### src/rtl/cstate_pkg.sv
package cstate_pkg;

    typedef enum logic [2:0] {
        CS_C0 = 3'd0,
        CS_C1 = 3'd1,
        CS_C2 = 3'd2,
        CS_C3 = 3'd3,
        CS_C4 = 3'd4
    } cstate_e;

    parameter int LADDER_STEPS = 3;
    parameter int LVL_W        = $clog2(LADDER_STEPS + 1);

    typedef struct packed {
        logic rd_l2;
        logic rd_l3;
        logic rd_l4;
        logic halt;
        logic snoop;
        logic brk;
    } cs_evt_t;

    typedef struct packed {
        logic in_exc;
        logic from_c4;
    } exc_rec_t;

    typedef struct packed {
        logic stpclk;
        logic stpcpu;
        logic dpslp;
    } ladder_t;

    function automatic logic [LVL_W-1:0] depth_of(cstate_e s);
        case (s)
            CS_C2:   return LVL_W'(1);
            CS_C3:   return LVL_W'(2);
            CS_C4:   return LVL_W'(3);
            default: return '0;
        endcase
    endfunction

    function automatic logic is_deep(cstate_e s);
        return (s == CS_C3) || (s == CS_C4);
    endfunction

endpackage

### src/rtl/cstate_fsm.sv
module cstate_fsm
    import cstate_pkg::*;
(
    input  logic     clk,
    input  logic     rst,
    input  cs_evt_t  ev,
    input  logic     cfg_l3_as_c4,
    input  logic     cfg_snoop_c2,
    output cstate_e  state_q,
    output cstate_e  state_d,
    output exc_rec_t rec_q,
    output exc_rec_t rec_d
);

    always_comb begin
        state_d = state_q;
        rec_d   = rec_q;
        case (state_q)
            CS_C0: begin
                if (ev.rd_l4 || (ev.rd_l3 && cfg_l3_as_c4)) state_d = CS_C4;
                else if (ev.rd_l3)                          state_d = CS_C3;
                else if (ev.rd_l2)                          state_d = CS_C2;
                else if (ev.halt)                           state_d = CS_C1;
            end
            CS_C1: begin
                if (ev.brk) state_d = CS_C0;
            end
            CS_C2: begin
                if (ev.brk) begin
                    state_d = CS_C0;
                end else if (rec_q.in_exc && !ev.snoop) begin
                    state_d      = rec_q.from_c4 ? CS_C4 : CS_C3;
                    rec_d.in_exc = 1'b0;
                end
            end
            CS_C3, CS_C4: begin
                if (ev.brk) begin
                    state_d = CS_C0;
                end else if (ev.snoop && cfg_snoop_c2) begin
                    state_d       = CS_C2;
                    rec_d.in_exc  = 1'b1;
                    rec_d.from_c4 = (state_q == CS_C4);
                end
            end
            default: state_d = CS_C0;
        endcase
        if (state_d == CS_C0) rec_d = '0;
    end

    always_ff @(posedge clk) begin
        if (rst) begin
            state_q <= CS_C0;
            rec_q   <= '0;
        end else begin
            state_q <= state_d;
            rec_q   <= rec_d;
        end
    end

    // level-2 read from C0 lands in C2
    assert_l2_entry_R2: assert property (@(posedge clk) disable iff (rst)
        (state_q == CS_C0 && ev.rd_l2 && !ev.rd_l3 && !ev.rd_l4) |=> (state_q == CS_C2));

    // level-4 read from C0 lands in C4
    assert_l4_entry_R3: assert property (@(posedge clk) disable iff (rst)
        (state_q == CS_C0 && ev.rd_l4) |=> (state_q == CS_C4));

    // strobes do not move C1
    assert_c1_hold_R5: assert property (@(posedge clk) disable iff (rst)
        (state_q == CS_C1 && !ev.brk) |=> (state_q == CS_C1));

    // enabled snoop lifts a deep state to C2
    assert_snoop_lift_R6: assert property (@(posedge clk) disable iff (rst)
        (is_deep(state_q) && ev.snoop && cfg_snoop_c2 && !ev.brk) |=> (state_q == CS_C2));

    // end of excursion resumes the recorded deep state
    assert_resume_R7: assert property (@(posedge clk) disable iff (rst)
        (state_q == CS_C2 && rec_q.in_exc && !ev.snoop && !ev.brk)
        |=> (state_q == ($past(rec_q.from_c4) ? CS_C4 : CS_C3)));

    // break wins and returns to C0
    assert_break_R8: assert property (@(posedge clk) disable iff (rst)
        (state_q != CS_C0 && ev.brk) |=> (state_q == CS_C0));

endmodule

### src/rtl/cstate_ladder.sv
module cstate_ladder
    import cstate_pkg::*;
(
    input  logic    clk,
    input  logic    rst,
    input  cstate_e state_q,
    output ladder_t lad
);

    logic [LVL_W-1:0] lvl_q;
    logic [LVL_W-1:0] tgt;

    assign tgt = depth_of(state_q);

    always_ff @(posedge clk) begin
        if (rst)              lvl_q <= '0;
        else if (lvl_q < tgt) lvl_q <= lvl_q + LVL_W'(1);
        else if (lvl_q > tgt) lvl_q <= lvl_q - LVL_W'(1);
    end

    assign lad.stpclk = (lvl_q >= LVL_W'(1));
    assign lad.stpcpu = (lvl_q >= LVL_W'(2));
    assign lad.dpslp  = (lvl_q >= LVL_W'(3));

    // depth moves by at most one step per cycle
    assert_one_step_R9: assert property (@(posedge clk) disable iff (rst)
        (lvl_q != $past(lvl_q)) |->
        (((lvl_q - $past(lvl_q)) == LVL_W'(1)) || (($past(lvl_q) - lvl_q) == LVL_W'(1))));

    // stop-CPU-clock never rises without stop-clock already up
    assert_order_R9: assert property (@(posedge clk) disable iff (rst)
        $rose(lad.stpcpu) |-> $past(lad.stpclk));

endmodule

### src/rtl/cstate_vid.sv
module cstate_vid
    import cstate_pkg::*;
(
    input  logic     clk,
    input  logic     rst,
    input  cstate_e  state_q,
    input  cstate_e  state_d,
    input  exc_rec_t rec_d,
    output logic     vrm_low_v,
    output logic     c4_alert,
    output logic     exit_done
);

    always_ff @(posedge clk) begin
        if (rst) begin
            vrm_low_v <= 1'b0;
            c4_alert  <= 1'b0;
            exit_done <= 1'b0;
        end else begin
            vrm_low_v <= (state_d == CS_C4);
            c4_alert  <= (state_d == CS_C4) ||
                         (state_d == CS_C2 && rec_d.in_exc && rec_d.from_c4);
            exit_done <= (state_d == CS_C0) && (state_q != CS_C0);
        end
    end

    // low-voltage request tracks C4 exactly
    assert_vrm_c4_R10: assert property (@(posedge clk) disable iff (rst)
        vrm_low_v == (state_q == CS_C4));

    // low voltage never without alert
    assert_alert_R10: assert property (@(posedge clk) disable iff (rst)
        vrm_low_v |-> c4_alert);

    // done only on first C0 cycle
    assert_done_R11: assert property (@(posedge clk) disable iff (rst)
        exit_done |-> (state_q == CS_C0 && $past(state_q) != CS_C0));

endmodule

### src/rtl/cstate_seq.sv
module cstate_seq
    import cstate_pkg::*;
(
    input  logic       clk,
    input  logic       rst,
    input  logic       rd_lvl2,
    input  logic       rd_lvl3,
    input  logic       rd_lvl4,
    input  logic       auto_halt,
    input  logic       snoop_req,
    input  logic       break_evt,
    input  logic       cfg_l3_as_c4,
    input  logic       cfg_snoop_c2,
    output logic [2:0] c_state,
    output logic       stop_clk,
    output logic       stop_cpu_clk,
    output logic       deep_sleep,
    output logic       vrm_low_v,
    output logic       c4_alert,
    output logic       exit_done
);

    cs_evt_t  ev;
    cstate_e  st_q, st_d;
    exc_rec_t rec_q, rec_d;
    ladder_t  lad;

    assign ev = '{rd_l2: rd_lvl2, rd_l3: rd_lvl3, rd_l4: rd_lvl4,
                  halt: auto_halt, snoop: snoop_req, brk: break_evt};

    cstate_fsm u_fsm (
        .clk          (clk),
        .rst          (rst),
        .ev           (ev),
        .cfg_l3_as_c4 (cfg_l3_as_c4),
        .cfg_snoop_c2 (cfg_snoop_c2),
        .state_q      (st_q),
        .state_d      (st_d),
        .rec_q        (rec_q),
        .rec_d        (rec_d)
    );

    cstate_ladder u_ladder (
        .clk     (clk),
        .rst     (rst),
        .state_q (st_q),
        .lad     (lad)
    );

    cstate_vid u_vid (
        .clk       (clk),
        .rst       (rst),
        .state_q   (st_q),
        .state_d   (st_d),
        .rec_d     (rec_d),
        .vrm_low_v (vrm_low_v),
        .c4_alert  (c4_alert),
        .exit_done (exit_done)
    );

    assign c_state      = st_q;
    assign stop_clk     = lad.stpclk;
    assign stop_cpu_clk = lad.stpcpu;
    assign deep_sleep   = lad.dpslp;

endmodule

### config.mk
export PLATFORM = sky130hd
export DESIGN_NAME = cstate_seq
export DESIGN_NICKNAME = d
export VERILOG_FILES = /design/src/rtl/cstate_pkg.sv /design/src/rtl/cstate_fsm.sv /design/src/rtl/cstate_ladder.sv /design/src/rtl/cstate_vid.sv /design/src/rtl/cstate_seq.sv
export SDC_FILE = /design/constraint.sdc
export NUM_CORES = 1
export LEC_CHECK = 0
export BUFFER_PORTS_ARGS = -buffer_cell sky130_fd_sc_hd__buf_2
export CORE_MARGIN = 3
export CORE_UTILIZATION = 50
export CTS_BUF_LIST = sky130_fd_sc_hd__clkbuf_16
export CTS_CLUSTER_SIZE = 25
export DETAILED_ROUTE_END_ITERATION = 8
export PLACE_DENSITY = 0.76
export RECOVER_POWER = 100
export SYNTH_ARGS = -nofsm -noshare
export SYNTH_HDL_FRONTEND = slang
export SYNTH_SLANG_ARGS = --single-unit
### constraint.sdc
create_clock -name clk -period 2 [get_ports clk]
set_input_delay 0.2 -clock clk [delete_from_list [all_inputs] [get_ports clk]]
set_output_delay 0.2 -clock clk [all_outputs]
set_load 0.005 [all_outputs]
== Yosys cells after proc, flatten, opt, wreduce, memory -nomap -nowiden ==
Index checks and enable logic that the tools add are counted.
W data, S select, Z words.

* Bits in registers: 10
* Input bits: 10
* Word-level logic and storage cells: 55

* Magnitude comparators: 5
* Eq/ne operators: 6
* Multiplexer cells: 21
* Reduce and logical (&&, ||, !) cells: 14
* Add/sub/neg operators: 2

{| class="wikitable"
|+ Operators by type and width
! cell !! count
|-
| $mux W3 || 10
|-
| $pmux W3 S4 || 1
|-
| $mux W2 || 5
|-
| $eq A3 B2 Y1 const B || 3
|-
| $eq A3 B3 Y1 const B || 2
|-
| $logic_and A1 B1 Y1 || 6
|-
| $logic_not A3 Y1 || 2
|-
| $pmux W2 S3 || 1
|-
| $ge A2 B2 Y1 const B || 2
|-
| $eq A3 B1 Y1 const B || 1
|-
| $mux W1 || 3
|-
| $reduce_bool A3 Y1 || 1
|-
| $add A2 B1 Y2 const B || 1
|-
| $ge A2 B1 Y1 const B || 1
|-
| $gt A2 B2 Y1 || 1
|-
| $logic_or A1 B1 Y1 || 2
|-
| $lt A2 B2 Y1 || 1
|-
| $pmux W1 S2 || 1
|-
| $reduce_bool A2 Y1 || 1
|-
| $reduce_or A2 Y1 || 1
|-
| $sub A2 B1 Y2 const B || 1
|-
| $logic_not A1 Y1 || 1
|}

== Logic depth before layout (Yosys ltp) ==
Gate-level depths: netlist of run 1.

* Depth after elaboration: 10
* Mapped depth: 9
* Gate-level depth less buffers: 8

== Hierarchy ==
Synthesis of run 1 repeated with hierarchy kept, for this count alone.

* Cell total of the unflattened synthesis: 88
* Area, all modules: 752.0 um^2

{| class="wikitable"
|+ By module, submodules not included
! module !! area an instance (um^2) !! cells an instance !! instances
|-
| cstate_fsm || 402.9 || 48 || 1
|-
| cstate_ladder || 237.7 || 29 || 1
|-
| cstate_vid || 111.4 || 11 || 1
|}

== Least setup slack after synthesis of run 1 ==
No wires, ideal clock.

* Path kind: reg-to-reg
* From: register u_fsm.state_q[0]
* To: register u_ladder.lvl_q[1]
* Path buffers: 1
* Cell stages (with the launch flop): 9
* Data required time: 1.885 ns
* Setup time: 0.115 ns
* Clock period less this slack: 1.894 ns
* Data arrival time: 1.779 ns
* Path slack: 0.106 ns
* Cells stage by stage: dfxtp_1 buf_4 nor2_1 a22oi_1 ha_1 nor2b_1 a22oi_1 nor2_1 a2111oi_0

* Word-level cells in the longest chain between the ends: 4
* Elaborated cells on any way between the ends: 8
* Classes of those cells: order compare: 2; eq/ne: 3; mux: 2; reduce/logical: 1

{| class="wikitable"
|+ RTL lines
! element !! RTL line !! text
|-
| start: declaration || cstate_fsm.sv:9 || <nowiki>output cstate_e state_q,</nowiki>
|-
| start signal: assignment || cstate_fsm.sv:55 || <nowiki>state_q <= state_d;</nowiki>
|-
| $eq A3 B3 Y1 or $eq A3 B2 Y1 (tied branches) || cstate_pkg.sv:35 || <nowiki>case (s)</nowiki>
|-
| $pmux W2 S3 * || cstate_pkg.sv:35 ||
|-
| $lt A2 B2 Y1 or $gt A2 B2 Y1 (tied branches) || cstate_ladder.sv:17, cstate_ladder.sv:18 ||
|-
| $mux W2 or $reduce_bool A2 Y1 (tied branches) || - ||
|-
| end signal: assignment || cstate_ladder.sv:17 || <nowiki>else if (lvl_q < tgt) lvl_q <= lvl_q + LVL_W'(1);</nowiki>
|-
| end signal: assignment || cstate_ladder.sv:18 || <nowiki>else if (lvl_q > tgt) lvl_q <= lvl_q - LVL_W'(1);</nowiki>
|-
| end: declaration || cstate_ladder.sv:10 || <nowiki>logic [LVL_W-1:0] lvl_q;</nowiki>
|}

Mark *: on every way between the ends. The rest lies on a longest branch, timed or not.
A chain may end at the register's enable or synchronous reset.

== Final worst setup path of run 1 ==
* From: register u_fsm.state_q[2]
* To: register u_ladder.lvl_q[1]

The elaborated chain is that of the path after synthesis.

==> metrics.md, run 1 <==
| Metric | Value |
|---|---|
| Status | `completed` |
| Pins Over Slew Limit | `0` |
| Reg2Reg Depth | `7` |
| Main synth FF type | `dfxtp_1` |
| Switching Power | `309.6 µW` |
| RSZ-0062 raised after global routing | `no` |
| Critical-path maximum fanout | `8` |
| TritonCTS buffer count | `3` |
| CTS tree | `yes` |
| Rows | `13` |
| N_diodes | `0` |
| Port buffer count | `18` |
| Leak Pwr | `0.0004063 µW` |
| Crit start category | `flop` |
| Fmax | `approximately 0.54 GHz` |
| Avg Cell Area, Syn | `8.511 µm²` |
| Async S/R FF share, synth | `0` |
| Layout area overhead | `24.96%` |
| First-pass GRT wire length | `2628 µm` |
| Peak supply drop | `1.153 mV` |
| Final Cycle Share | `0.9335` |
| Combinational share of power | `0.387` |
| Worst skew pair latency | `roughly 0.23 ns` |
| Vias per Instance | `approximately 5.6` |
| Worst Path Buf+Inv | `0` |
| Synth Register Bits | `10` |
| Sequential share of power | `0.262` |
| Clk buf depth | `2` |
| Dpl hpwl | `around 1300 µm` |
| Syn Inst Count | `86` |
| Synthesized area | `732.0 µm²` |
| Clock slew at reported path FFs | `0.04 ns` |
| # IOs | `19` |
| Final Critical Period | `1.867 ns` |
| Layout Nets | `between 100 and 150` |
| Clock root buffer | `clkbuf_16` |
| Cell internal pwr | `677.7 µW` |
| 1st-pass router iterations | `4` |
| Total GRT Usage | `0.1787` |
| Max-slew headroom | `0.7386` |
| Drt initial violations | `12` |
| Slew @ Worst Pin | `0.3897 ns` |
| MaxCap Viol Count | `0` |
| Worst Setup End Kind | `flop` |
| Count of final setup violators | `0` |
| Antenna Nets Post-Route | `0` |
| Crit path cell chain | `nor2b_1, a22oi_1, ha_1, nor2b_1, a22oi_1, nor2_1, a2111oi_0` |
| Via Count | `705` |
| Hold WC Path Type | `in -> reg` |
| CP delay by family, top | `compound AO/OA/AOI/OAI gates` |
| Hold depth | `2` |
| Full die area | `a little under 2000 µm²` |
| Power Density | `~1100 nW/µm²` |
| Distinct cells, synth | `36` |
| Wire per inst | `about 13 µm` |
| Core region area | `1334 µm²` |
| GPL Wtd Cong | `0.8337` |
| Largest net degree at the start of global routing | `11` |
| YS warnings | `0` |
| Critical path type | `reg -> reg` |
| Critical Path AT | `1.98 ns` |
| Biggest area consumer among synthesized cells | `dfxtp_1` |
| Layout cell share with drive strength beyond 1 | `0.3063` |
| Seq/Total Area, Yosys | `0.2735` |
| Initial Util | `0.5488` |
| DIE HEIGHT | `44.26 µm` |
| Post-route setup TNS | `0 ns` |
| Slowest CP cell | `dfxtp_1` |
| Post-synth EDFFs | `0` |
| Drt drc | `0` |
| Syn Nets | `101` |
| Worst path depth | `7` |
| Synth area leaders | `dfxtp_1 (27%), ha_1 (8.5%), nor2_1 (6.2%)` |
| Antenna violations before repair | `0` |
| Sink Count | `10` |
| Crit path required time | `2.11 ns` |
| Detailed Route WL | `1578 µm` |
| Clk pwr share | `0.351` |
| Congestion Overflow GR | `0` |
| DIE WIDTH | `44.26 µm` |
| Max H-tree Level | `1` |
| Sw Ratio | `0.3136` |
| Share of the synthesized area in the top cell type | `0.2735` |
| Util after Layout | `0.6857` |
| Vias in the first global route | `618` |
| Critical Path Max Stage Delay | `0.44 ns` |
| Final Hold Fails | `0` |
| Layout Skew | `about 0.0013 ns` |
cell usage in the layout, fill, tap and decap left out, drive strengths merged:
cell / n
buf: 22
nor2: 12
dfxtp: 10
inv: 6
ha: 5
clkbuf: 5
a21oi: 4
o211ai: 4
o21ai: 4
nand2: 4
nor2b: 3
a22oi: 3
nor3: 3
or3: 3
or2b: 2
nand3b: 2
nor3b: 2
and3: 2
nand2b: 1
or2: 1
o21ba: 1
o31ai: 1
a22o: 1
a2111oi: 1
or3b: 1
a32oi: 1
o32ai: 1
nand3: 1
a211oi: 1
o32a: 1
o22ai: 1
xnor2: 1
clkinv: 1
worst register-to-register path, cell delays in order (launching register included):
cell and delay [ns]:
dfxtp_1 0.44, nor2b_1 0.10, a22oi_1 0.20, ha_1 0.29, nor2b_1 0.17, a22oi_1 0.19
nor2_1 0.06, a2111oi_0 0.30
logic make-up (layout without fill, tap and decap cells):
| logic type | Yosys count | in the layout | share of synthesized area |
|---|---|---|---|
| and+or+nand+nor | 37 | 37 | 0.3128 |
| AOI/OAI and AO/OA | 24 | 24 | 0.2530 |
| DFF | 10 | 10 | 0.2735 |
| buffers and inverters | 9 | 34 | 0.06324 |
| adders and majority gates | 5 | 5 | 0.08547 |
| xor gates and xnor gates | 1 | 1 | 0.01197 |
worst paths after layout:
kind	startpoint	endpoint	slack (ns)
worst min-delay path	rst	u_fsm.state_q[0]$_SDFF_PP0_	0.27
worst min register to register	u_ladder.lvl_q[1]$_SDFFE_PP0P_	u_ladder.lvl_q[1]$_SDFFE_PP0P_	0.60
worst max-delay path	u_fsm.state_q[2]$_SDFF_PP0_	u_ladder.lvl_q[1]$_SDFFE_PP0P_	0.13
worst max register to register	u_fsm.state_q[2]$_SDFF_PP0_	u_ladder.lvl_q[1]$_SDFFE_PP0P_	0.13
synthesized netlist by cell type, types with 2 or more instances:
cell type,instances
a22oi_1,3
o21ai_0,4
a21oi_1,4
o211ai_1,4
ha_1,5
nor2_1,12
nand2_1,4
nand3b_1,2
dfxtp_1,10
or3_1,2
or2b_1,2
nor2b_1,3
inv_1,6
nor3b_2,2
nor3_1,2
through the flow:
stage / std cells / setup WS (ns) / cell area, µm² / total power (µW) / hold WS [ns]
finish: 126 / 0.1329 / 914.6 / 987.4 / 0.2662
global route: 126 / 0.01032 / 914.6 / 1061 / 0.2905
CTS: 126 / 0.1022 / 940.9 / 1001 / 0.2848
detailed placement: 122 / 0.1129 / 862.1 / 649.8 / 0.5241
global placement: 122 / 0.1794 / 862.1 / 638.9 / 0.5132
floorplan: 86 / 0.1065 / 732.0 / 545.0 / 0.3987
metal layers:
metal,track usage,up-vias,share of wire
met5,0,-,0
met4,0.03614,0,0
met3,0.03659,0,0.030
met2,0.2762,15,0.46
met1,0.2569,328,0.51
li1,-,362,-
power groups by stage:
| stage | registers [µW] | clock network (µW) | logic, µW |
|---|---|---|---|
| 6_report | 259 | 347 | 382 |
| 5_1_grt | 263 | 368 | 429 |
| 4_1_cts | 258 | 353 | 390 |
| 3_5_place_dp | 261 | 0 | 389 |
| 3_3_place_gp | 258 | 0 | 381 |
| 2_1_floorplan | 256 | 0 | 289 |
flip-flops by register name, indices dropped and copies added (netlist names):
signal / flops
u_fsm.state_q: 3
u_vid.c4_alert: 1
u_ladder.lvl_q: 2
u_fsm.rec_q: 2
u_vid.exit_done: 1
u_vid.vrm_low_v: 1
cell type report:
cell class              count  area [µm²]
fillers                   112       419.2
repair buffers             24       127.6
clock inverters             1       3.754
clock buffers               3       75.07
flip-flops and latches     10       202.7
multi-input cells          67       464.2
well taps                  15       18.77
inverters                   6       22.52
what timing repair did:
item,CTS,global route
endpoints found under the setup margin,0,1
hold buffers,0,0
setup buffers,0,0
gates resized for setup,0,2
(Power assumes the default switching activity.)
==> inputs of run 2 (changes only) <==
--- a/config.mk
+++ b/config.mk
@@ -7,12 +7,13 @@
 export LEC_CHECK = 0
 export BUFFER_PORTS_ARGS = -buffer_cell sky130_fd_sc_hd__buf_2
 export CORE_MARGIN = 3
-export CORE_UTILIZATION = 50
+export CORE_UTILIZATION = 51
 export CTS_BUF_LIST = sky130_fd_sc_hd__clkbuf_16
 export CTS_CLUSTER_SIZE = 25
 export DETAILED_ROUTE_END_ITERATION = 8
-export PLACE_DENSITY = 0.76
+export PLACE_DENSITY = 0.77
 export RECOVER_POWER = 100
 export SYNTH_ARGS = -nofsm -noshare
 export SYNTH_HDL_FRONTEND = slang
+export SYNTH_HIERARCHICAL = 1
 export SYNTH_SLANG_ARGS = --single-unit
==> metrics.md, run 2 <==
| Metric | Value |
|---|---|
| Status | `completed` |
| Share of the synthesized area in the top cell type | `0.2662 (-0.007281)` |
| Peak supply drop | `0.7460 mV (-35%)` |
| Worst skew pair latency | `0.23 ns (about the same)` |
| First-pass GRT wire length | `3001 µm (+14%)` |
| Max reg flops | `3 (unchanged)` |
| Power Density | `1090 nW/µm² (+0.95%)` |
| Congestion Overflow GR | `0 (unchanged)` |
| DIE HEIGHT | `44.40 µm (+0.32%)` |
| Syn Inst Count | `88 (+2.3%)` |
| Final Critical Period | `1.926 ns (+0.05852 ns)` |
| Avg Cell Area, Syn | `8.545 µm² (+0.40%)` |
| Sink Count | `10 (unchanged)` |
| Initial Util | `0.5570 (+0.008216)` |
| Worst Path Buf+Inv | `0 (unchanged)` |
| Main synth FF type | `dfxtp_1` |
| Critical path type | `reg -> reg` |
| Layout Skew | `0.003962 ns (+0.002673 ns)` |
| Commonest non-fill, non-tap cell in the layout | `buf_2` |
| Port buffer count | `18 (unchanged)` |
| Final Worst Setup Slack | `0.07440 ns (-0.05852 ns)` |
| Fin cells | `128 (+1.6%)` |
| Layout cell share with drive strength beyond 1 | `0.2920 (-0.01427)` |
| Worst hold slack | `0.2670 ns (+0.0008220 ns)` |
| Worst Setup End Kind | `flop` |
| Largest regs | `u_fsm/state_q x3, u_fsm/rec_q x2, u_ladder/lvl_q x2` |
| Total GRT Usage | `0.2069 (+0.02818)` |
| Pins Over Slew Limit | `0 (unchanged)` |
| Detailed Route WL | `1846 µm (+17%)` |
| Fillers | `116 (+3.6%)` |
| Antenna Nets Post-Route | `0 (unchanged)` |
| Hold-fix buffers, CTS | `0 (unchanged)` |
| Final Hold Fails | `0 (unchanged)` |
| Synth top cells by count | `nor2_1 (11), dfxtp_1 (10), inv_1 (7)` |
| Clock slew at reported path FFs | `0.04 ns (about the same)` |
| Sequential share of power | `0.271 (+0.009)` |
| RSZ-0062 raised after global routing | `no` |
| Post-route setup TNS | `0 ns (unchanged)` |
| Seq/Total Area, Yosys | `0.2662 (-0.007281)` |
| Combinational share of power | `0.394 (+0.007)` |
| Cell internal pwr | `695.7 µW (+2.7%)` |
| Slowest CP cell | `or4b_4` |
| CTS tree | `yes` |
| Critical Path Max Stage Delay | `0.58 ns (+0.14 ns)` |
| Drt initial violations | `26 (+14)` |
| Antenna violations before repair | `0 (unchanged)` |
| Synth area leaders | `dfxtp_1 (27%), ha_1 (8.3%), nor2_1 (5.5%)` |
| # IOs | `19 (unchanged)` |
| CP delay by family, top | `simple AND/OR/NAND/NOR gates` |
| Async S/R FF share, synth | `0 (unchanged)` |
| Crit path cell chain | `or4b_4, nand2b_2, o211a_2, a31oi_1, nand4b_1, a211oi_1` |
| DIE WIDTH | `44.40 µm (+0.32%)` |
| N_diodes | `0 (unchanged)` |
| Clk buf depth | `2 (unchanged)` |
| Dpl hpwl | `1323 µm (+4.0%)` |
| Via Count | `735 (+4.3%)` |
| Rows | `13 (unchanged)` |
| Layout Nets | `129 (+1.6%)` |
| Final Cycle Share | `0.9628 (+0.02926)` |
| Layout area overhead | `25.79%` |
| Max H-tree Level | `1 (unchanged)` |
| Biggest area consumer among synthesized cells | `dfxtp_1` |
| Largest Register | `u_fsm/state_q` |
| Vias per Instance | `5.742 (+2.6%)` |
| Dpl ws | `0.05181 ns (-0.06113 ns)` |
| Crit path required time | `2.15 ns (+0.04 ns)` |
| Syn Nets | `103 (+2.0%)` |
| Leak Pwr | `0.0004017 µW (-1.1%)` |
| Count of final setup violators | `0 (unchanged)` |
| Sw Ratio | `0.3251 (+0.01149)` |
| Critical-path maximum fanout | `10 (+2)` |
| Max-slew headroom | `0.6525 (-0.08613)` |
| Distinct cells, synth | `37 (+2.8%)` |
| Core region area | `1350 µm² (+1.2%)` |
| YS warnings | `6 (+6)` |
| MaxCap Viol Count | `0 (unchanged)` |
| GPL Wtd Cong | `0.8239 (-1.2%)` |
| Hold WC Path Type | `in -> reg` |
| Critical Path AT | `2.07 ns (+0.09 ns)` |
| Largest net degree at the start of global routing | `13 (+2)` |
| Crit start category | `flop` |
| Slew @ Worst Pin | `0.5173 ns (+0.1276 ns)` |
| Wire per inst | `14.42 µm (+15%)` |
| Full die area | `1971 µm² (+0.63%)` |
| Switching Power | `335.1 µW (+8.2%)` |
| TritonCTS buffer count | `3 (unchanged)` |
| Drt drc | `0 (unchanged)` |
| Most frequent cells in the layout | `buf_2 (15), nor2_1 (11), nor3_1 (7), inv_1 (7), dfxtp_1 (7)` |
| Vias in the first global route | `653 (+5.7%)` |
| Fmax | `0.5193 GHz (-3.0%)` |
| Synth Register Bits | `10 (unchanged)` |
| Most numerous cell in the Yosys netlist | `nor2_1` |
| Postcts setup bufs | `0 (unchanged)` |
| 1st-pass router iterations | `4 (unchanged)` |
| Synthesized area | `752.0 µm² (+2.7%)` |
| Clk pwr share | `0.335 (-0.016)` |
| Post-Place Cells | `124 (+1.6%)` |
| Post-synth EDFFs | `0 (unchanged)` |
| Clock root buffer | `clkbuf_16` |
-- run 2: cell types whose count changed after synthesis, moves of 3 or more --
cell,change
o211ai_1,-4
nor3_1,+4
o21ai_0,-4
a22oi_1,-3
nand2b_1,+3
a31oi_1,+4
-- run 2: metal layers --
layer	GRT usage	routed length, µm	vias up
li1	-	-	370
met1	0.2605	797	332
met2	0.3605	914	31
met3	0.03659	126	2
met4	0.05422	8	0
met5	0	0	-
-- run 2: what timing repair did --
| action | in CTS | in global routing |
|---|---|---|
| endpoints found under the setup margin | 0 | 3 |
| resized for setup | 0 | 4 |
| hold endpoints to repair | 0 | 0 |
-- run 2: worst reg2reg max path, delay by kind of cell, from the launching register on --
kind / cells / cell delay [ns]
compound gates: 3 / 0.56
simple gates: 3 / 0.92
flops: 1 / 0.36
-- run 2: final cells by class --
type                    instances  area (µm²)  share of cell area
flip-flops and latches         10       203.9              0.2156
repair buffers                 22       108.9              0.1151
clock inverters                 1       3.754            0.003968
well taps                      15       18.77             0.01984
inverters                       7       26.28             0.02778
clock buffers                   3       75.07             0.07937
multi-input cells              70       509.2              0.5384
-- run 2: kinds of logic after synthesis --
group / after synthesis / synth area share
simple gates: 44 / 0.3777
compound gates: 19 / 0.1997
flops: 10 / 0.2662
buf+inv: 8 / 0.04992
fa+ha+maj: 5 / 0.08319
xor+xnor: 2 / 0.02330
-- run 2: through the flow --
stage	total power (µW)	area (µm²)	utilization
after global routing	1107	945.9	0.7006
after detailed placement	697.1	879.6	0.6515
after CTS	1053	958.4	0.7099
after global placement	678.2	879.6	0.6515
final	1031	945.9	0.7006
after floorplan	570.5	752.0	-
-- run 2: final timing paths --
path                             startpoint                             end  slack (ns)  cells past startpoint
max             u_fsm/state_q[0]$_SDFF_PP0_       u_vid/c4_alert$_SDFF_PP0_        0.07                      6
min                                     rst     u_fsm/state_q[0]$_SDFF_PP0_        0.27                      2
max reg2reg     u_fsm/state_q[0]$_SDFF_PP0_       u_vid/c4_alert$_SDFF_PP0_        0.07                      6
min reg2reg  u_ladder/lvl_q[0]$_SDFFE_PP0P_  u_ladder/lvl_q[0]$_SDFFE_PP0P_        0.62                      2
-- run 2: power groups by stage --
stage,sequential (µW),combinational (µW),clock [µW]
floorplan,272,298,0
global placement,277,402,0
detailed placement,280,417,0
CTS,278,425,351
global route,286,459,362
finish,279,406,346
==> inputs of run 3 (changes only) <==
--- a/config.mk
+++ b/config.mk
@@ -5,13 +5,14 @@
 export SDC_FILE = /design/constraint.sdc
 export NUM_CORES = 1
 export LEC_CHECK = 0
+export ABC_AREA = 1
 export BUFFER_PORTS_ARGS = -buffer_cell sky130_fd_sc_hd__buf_2
 export CORE_MARGIN = 3
-export CORE_UTILIZATION = 51
+export CORE_UTILIZATION = 52
 export CTS_BUF_LIST = sky130_fd_sc_hd__clkbuf_16
 export CTS_CLUSTER_SIZE = 25
 export DETAILED_ROUTE_END_ITERATION = 8
-export PLACE_DENSITY = 0.77
+export PLACE_DENSITY = 0.78
 export RECOVER_POWER = 100
 export SYNTH_ARGS = -nofsm -noshare
 export SYNTH_HDL_FRONTEND = slang
==> constraint.sdc (replaced) <==
create_clock -name clk -period 1.8 [get_ports clk]
set_input_delay 0.18 -clock clk [delete_from_list [all_inputs] [get_ports clk]]
set_output_delay 0.18 -clock clk [all_outputs]
set_load 0.005 [all_outputs]
==> metrics.md, run 3 <==
| Metric | Value |
|---|---|
| TritonCTS buffer count | `3 (unchanged)` |
| Hold WC Path Type | `in -> reg` |
| Dpl ws | `0.2480 ns (+0.1962 ns)` |
| Vias in the first global route | `752 (+15%)` |
| Distinct cells, synth | `21 (-43%)` |
| Reg2Reg Depth | `13 (+7)` |
| N_diodes | `0 (unchanged)` |
| Status | `completed` |
| Worst skew pair latency | `0.23 ns (about the same)` |
| Initial Util | `0.5864 (+0.02943)` |
| Sink Count | `10 (unchanged)` |
| Antenna Nets Post-Route | `0 (unchanged)` |
| Critical path type | `reg -> reg` |
| Largest net degree at the start of global routing | `11 (-2)` |
| DIE HEIGHT | `45.49 µm (+2.4%)` |
| Post-synth EDFFs | `0 (unchanged)` |
| Layout cell share with drive strength beyond 1 | `0.2342 (-0.05786)` |
| Async S/R FF share, synth | `0 (unchanged)` |
| Fillers | `127 (+9.5%)` |
| Port buffer count | `18 (unchanged)` |
| Dpl hpwl | `1356 µm (+2.5%)` |
| Power Density | `1166 nW/µm² (+7.0%)` |
| Core region area | `1383 µm² (+2.4%)` |
| Main synth FF type | `dfxtp_1` |
| Hold depth | `2 (unchanged)` |
| Critical Path Max Stage Delay | `0.49 ns (-0.09 ns)` |
| CP delay by family, top | `simple AND/OR/NAND/NOR gates` |
| Final Critical Period | `1.588 ns (-0.3372 ns)` |
| Synth top cells by count | `nand2_1 (35), inv_1 (26), nor2_1 (14)` |
| Post-route setup TNS | `0 ns (unchanged)` |
| Layout Nets | `174 (+35%)` |
| Seq/Total Area, Yosys | `0.2469 (-0.01931)` |
| Commonest non-fill, non-tap cell in the layout | `nand2_1` |
| Leak Pwr | `0.0006039 µW (+50%)` |
| DIE WIDTH | `45.49 µm (+2.4%)` |
| Syn Inst Count | `135 (+53%)` |
| Max H-tree Level | `1 (unchanged)` |
| Critical-path maximum fanout | `9 (-1)` |
| Rows | `13 (unchanged)` |
| Worst Hold Launch | `rst` |
| Critical Path AT | `1.71 ns (-0.36 ns)` |
| Crit path cell chain | `inv_1, nand2_1, nor2_1, nor2_2, nand2_1, nor2_2, nand3_2, nand2_1, inv_1, nand2_1, inv_1, nand3_1, nand2_1` |
| Synth area leaders | `dfxtp_1 (25%), nand2_1 (16%), inv_1 (12%)` |
| Origin of the critical flop-to-flop path | `u_fsm/state_q[1]$_SDFF_PP0_` |
| Drt drc | `0 (unchanged)` |
| Full die area | `2069 µm² (+4.9%)` |
| Worst hold slack | `0.1915 ns (-0.07550 ns)` |
| Crit path required time | `1.93 ns (-0.22 ns)` |
| First-pass GRT wire length | `3008 µm (+0.23%)` |
| Count of final setup violators | `0 (unchanged)` |
| Share of the synthesized area in the top cell type | `0.2469 (-0.01931)` |
| Cell internal pwr | `744.3 µW (+7.0%)` |
| GPL Wtd Cong | `0.9399 (+14%)` |
| Worst path depth | `13 (+7)` |
| Largest Register | `u_fsm/state_q` |
| Switching Power | `418.4 µW (+25%)` |
| Worst path most repeated cell | `nand2_1` |
| Layout Skew | `0.001458 ns (-0.002504 ns)` |
| YS warnings | `6 (unchanged)` |
| Clock root buffer | `clkbuf_16` |
| RSZ-0062 raised after global routing | `no` |
| CTS tree | `yes` |
| Worst Path Buf+Inv | `3 (+3)` |
| Syn Nets | `150 (+46%)` |
| CP Launch Point | `u_fsm/state_q[1]$_SDFF_PP0_` |
| Largest regs | `u_fsm/state_q x3, u_fsm/rec_q x2, u_ladder/lvl_q x2` |
| Synthesized area | `810.8 µm² (+7.8%)` |
| Sequential share of power | `0.260 (-0.011)` |
| Biggest area consumer among synthesized cells | `dfxtp_1` |
| Vias per Instance | `4.925 (-14%)` |
| Max reg flops | `3 (unchanged)` |
| Peak supply drop | `1.001 mV (+34%)` |
| Final Worst Setup Slack | `0.2116 ns (+0.1372 ns)` |
| Detailed Route WL | `1684 µm (-8.8%)` |
| Wire per inst | `9.734 µm (-33%)` |
| Clk pwr share | `0.332 (-0.003)` |
| Pins Over Slew Limit | `0 (unchanged)` |
| Hold-fix buffers, CTS | `0 (unchanged)` |
| Antenna violations before repair | `0 (unchanged)` |
| Slew @ Worst Pin | `0.3122 ns (-0.2051 ns)` |
| Total power | `1163 µW (+13%)` |
| Avg Cell Area, Syn | `6.006 µm² (-30%)` |
| Most numerous cell in the Yosys netlist | `nand2_1` |
| Layout area overhead | `22.99%` |
| Final Cycle Share | `0.8825 (-0.08034)` |
| Clock slew at reported path FFs | `0.04 ns (about the same)` |
| Total GRT Usage | `0.1940 (-0.01285)` |
| 1st-pass router iterations | `4 (unchanged)` |
| # IOs | `19 (unchanged)` |
| Congestion Overflow GR | `0 (unchanged)` |
| Sw Ratio | `0.3599 (+0.03477)` |
| MaxCap Viol Count | `0 (unchanged)` |
| Max-slew headroom | `0.7916 (+0.1391)` |
| Most frequent cells in the layout | `nand2_1 (37), inv_1 (27), buf_2 (16), nor2_1 (15), dfxtp_1 (9)` |
| Fmax | `0.6296 GHz (+21%)` |
| Synth Register Bits | `10 (unchanged)` |
| Clk buf depth | `2 (unchanged)` |
| Final Hold Fails | `0 (unchanged)` |
| Crit start category | `flop` |
| Slowest CP cell | `dfxtp_1` |
| Via Count | `852 (+16%)` |
| Combinational share of power | `0.408 (+0.014)` |
| Worst Setup End Kind | `flop` |
| Util after Layout | `0.7213 (+0.02062)` |
| Drt initial violations | `13 (-50%)` |
## run 3: kinds of logic after synthesis
family                   count (synthesis)  share of synthesized area
AND/OR/NAND/NOR                         77                     0.4491
adder cells (fa/ha/maj)                  5                    0.07716
AO/OA/AOI/OAI                           12                    0.08332
buffers and inverters                   31                     0.1435
flip-flops                              10                     0.2469
## run 3: final timing paths
kind | slack (ns) | end
max | 0.21 | u_vid/c4_alert$_SDFF_PP0_
max reg2reg | 0.21 | u_vid/c4_alert$_SDFF_PP0_
min reg2reg | 0.57 | u_ladder/lvl_q[1]$_SDFFE_PP0P_
min | 0.19 | u_fsm/rec_q[1]$_SDFF_PP0_
## run 3: power groups by stage
stage / logic (µW) / registers, µW / clock network (µW)
finish: 474 / 302 / 386
global route: 555 / 310 / 407
CTS: 498 / 304 / 393
detailed placement: 494 / 308 / 0
global placement: 476 / 307 / 0
floorplan: 363 / 305 / 0
## run 3: per-stage QoR
stage	cells	area, µm²
floorplan	135	810.8
global placement	169	927.1
detailed placement	169	927.1
CTS	173	1006
global route	173	997.2
finish	173	997.2
## run 3: final cells by class
cell class	count	area [µm²]	area share
multi-input combinational	94	486.7	0.4881
sequential	10	201.4	0.2020
inverter	31	116.4	0.1167
timing repair buffer	19	95.09	0.09536
clock buffer	3	75.07	0.07528
tap	15	18.77	0.01882
clock inverter	1	3.754	0.003764
## run 3: repair_timing
item,CTS,global route
buffers inserted,0,0
endpoints found under the setup margin,0,1
resized for setup,0,1
## run 3: per-layer routing
layer | GRT usage | part of all wire | up-vias
met2 | 0.3231 | 0.50 | 17
met1 | 0.2339 | 0.44 | 376
met4 | 0.04678 | 0.013 | 0
met5 | 0 | 0 | -
met3 | 0.07115 | 0.049 | 4
li1 | - | - | 455
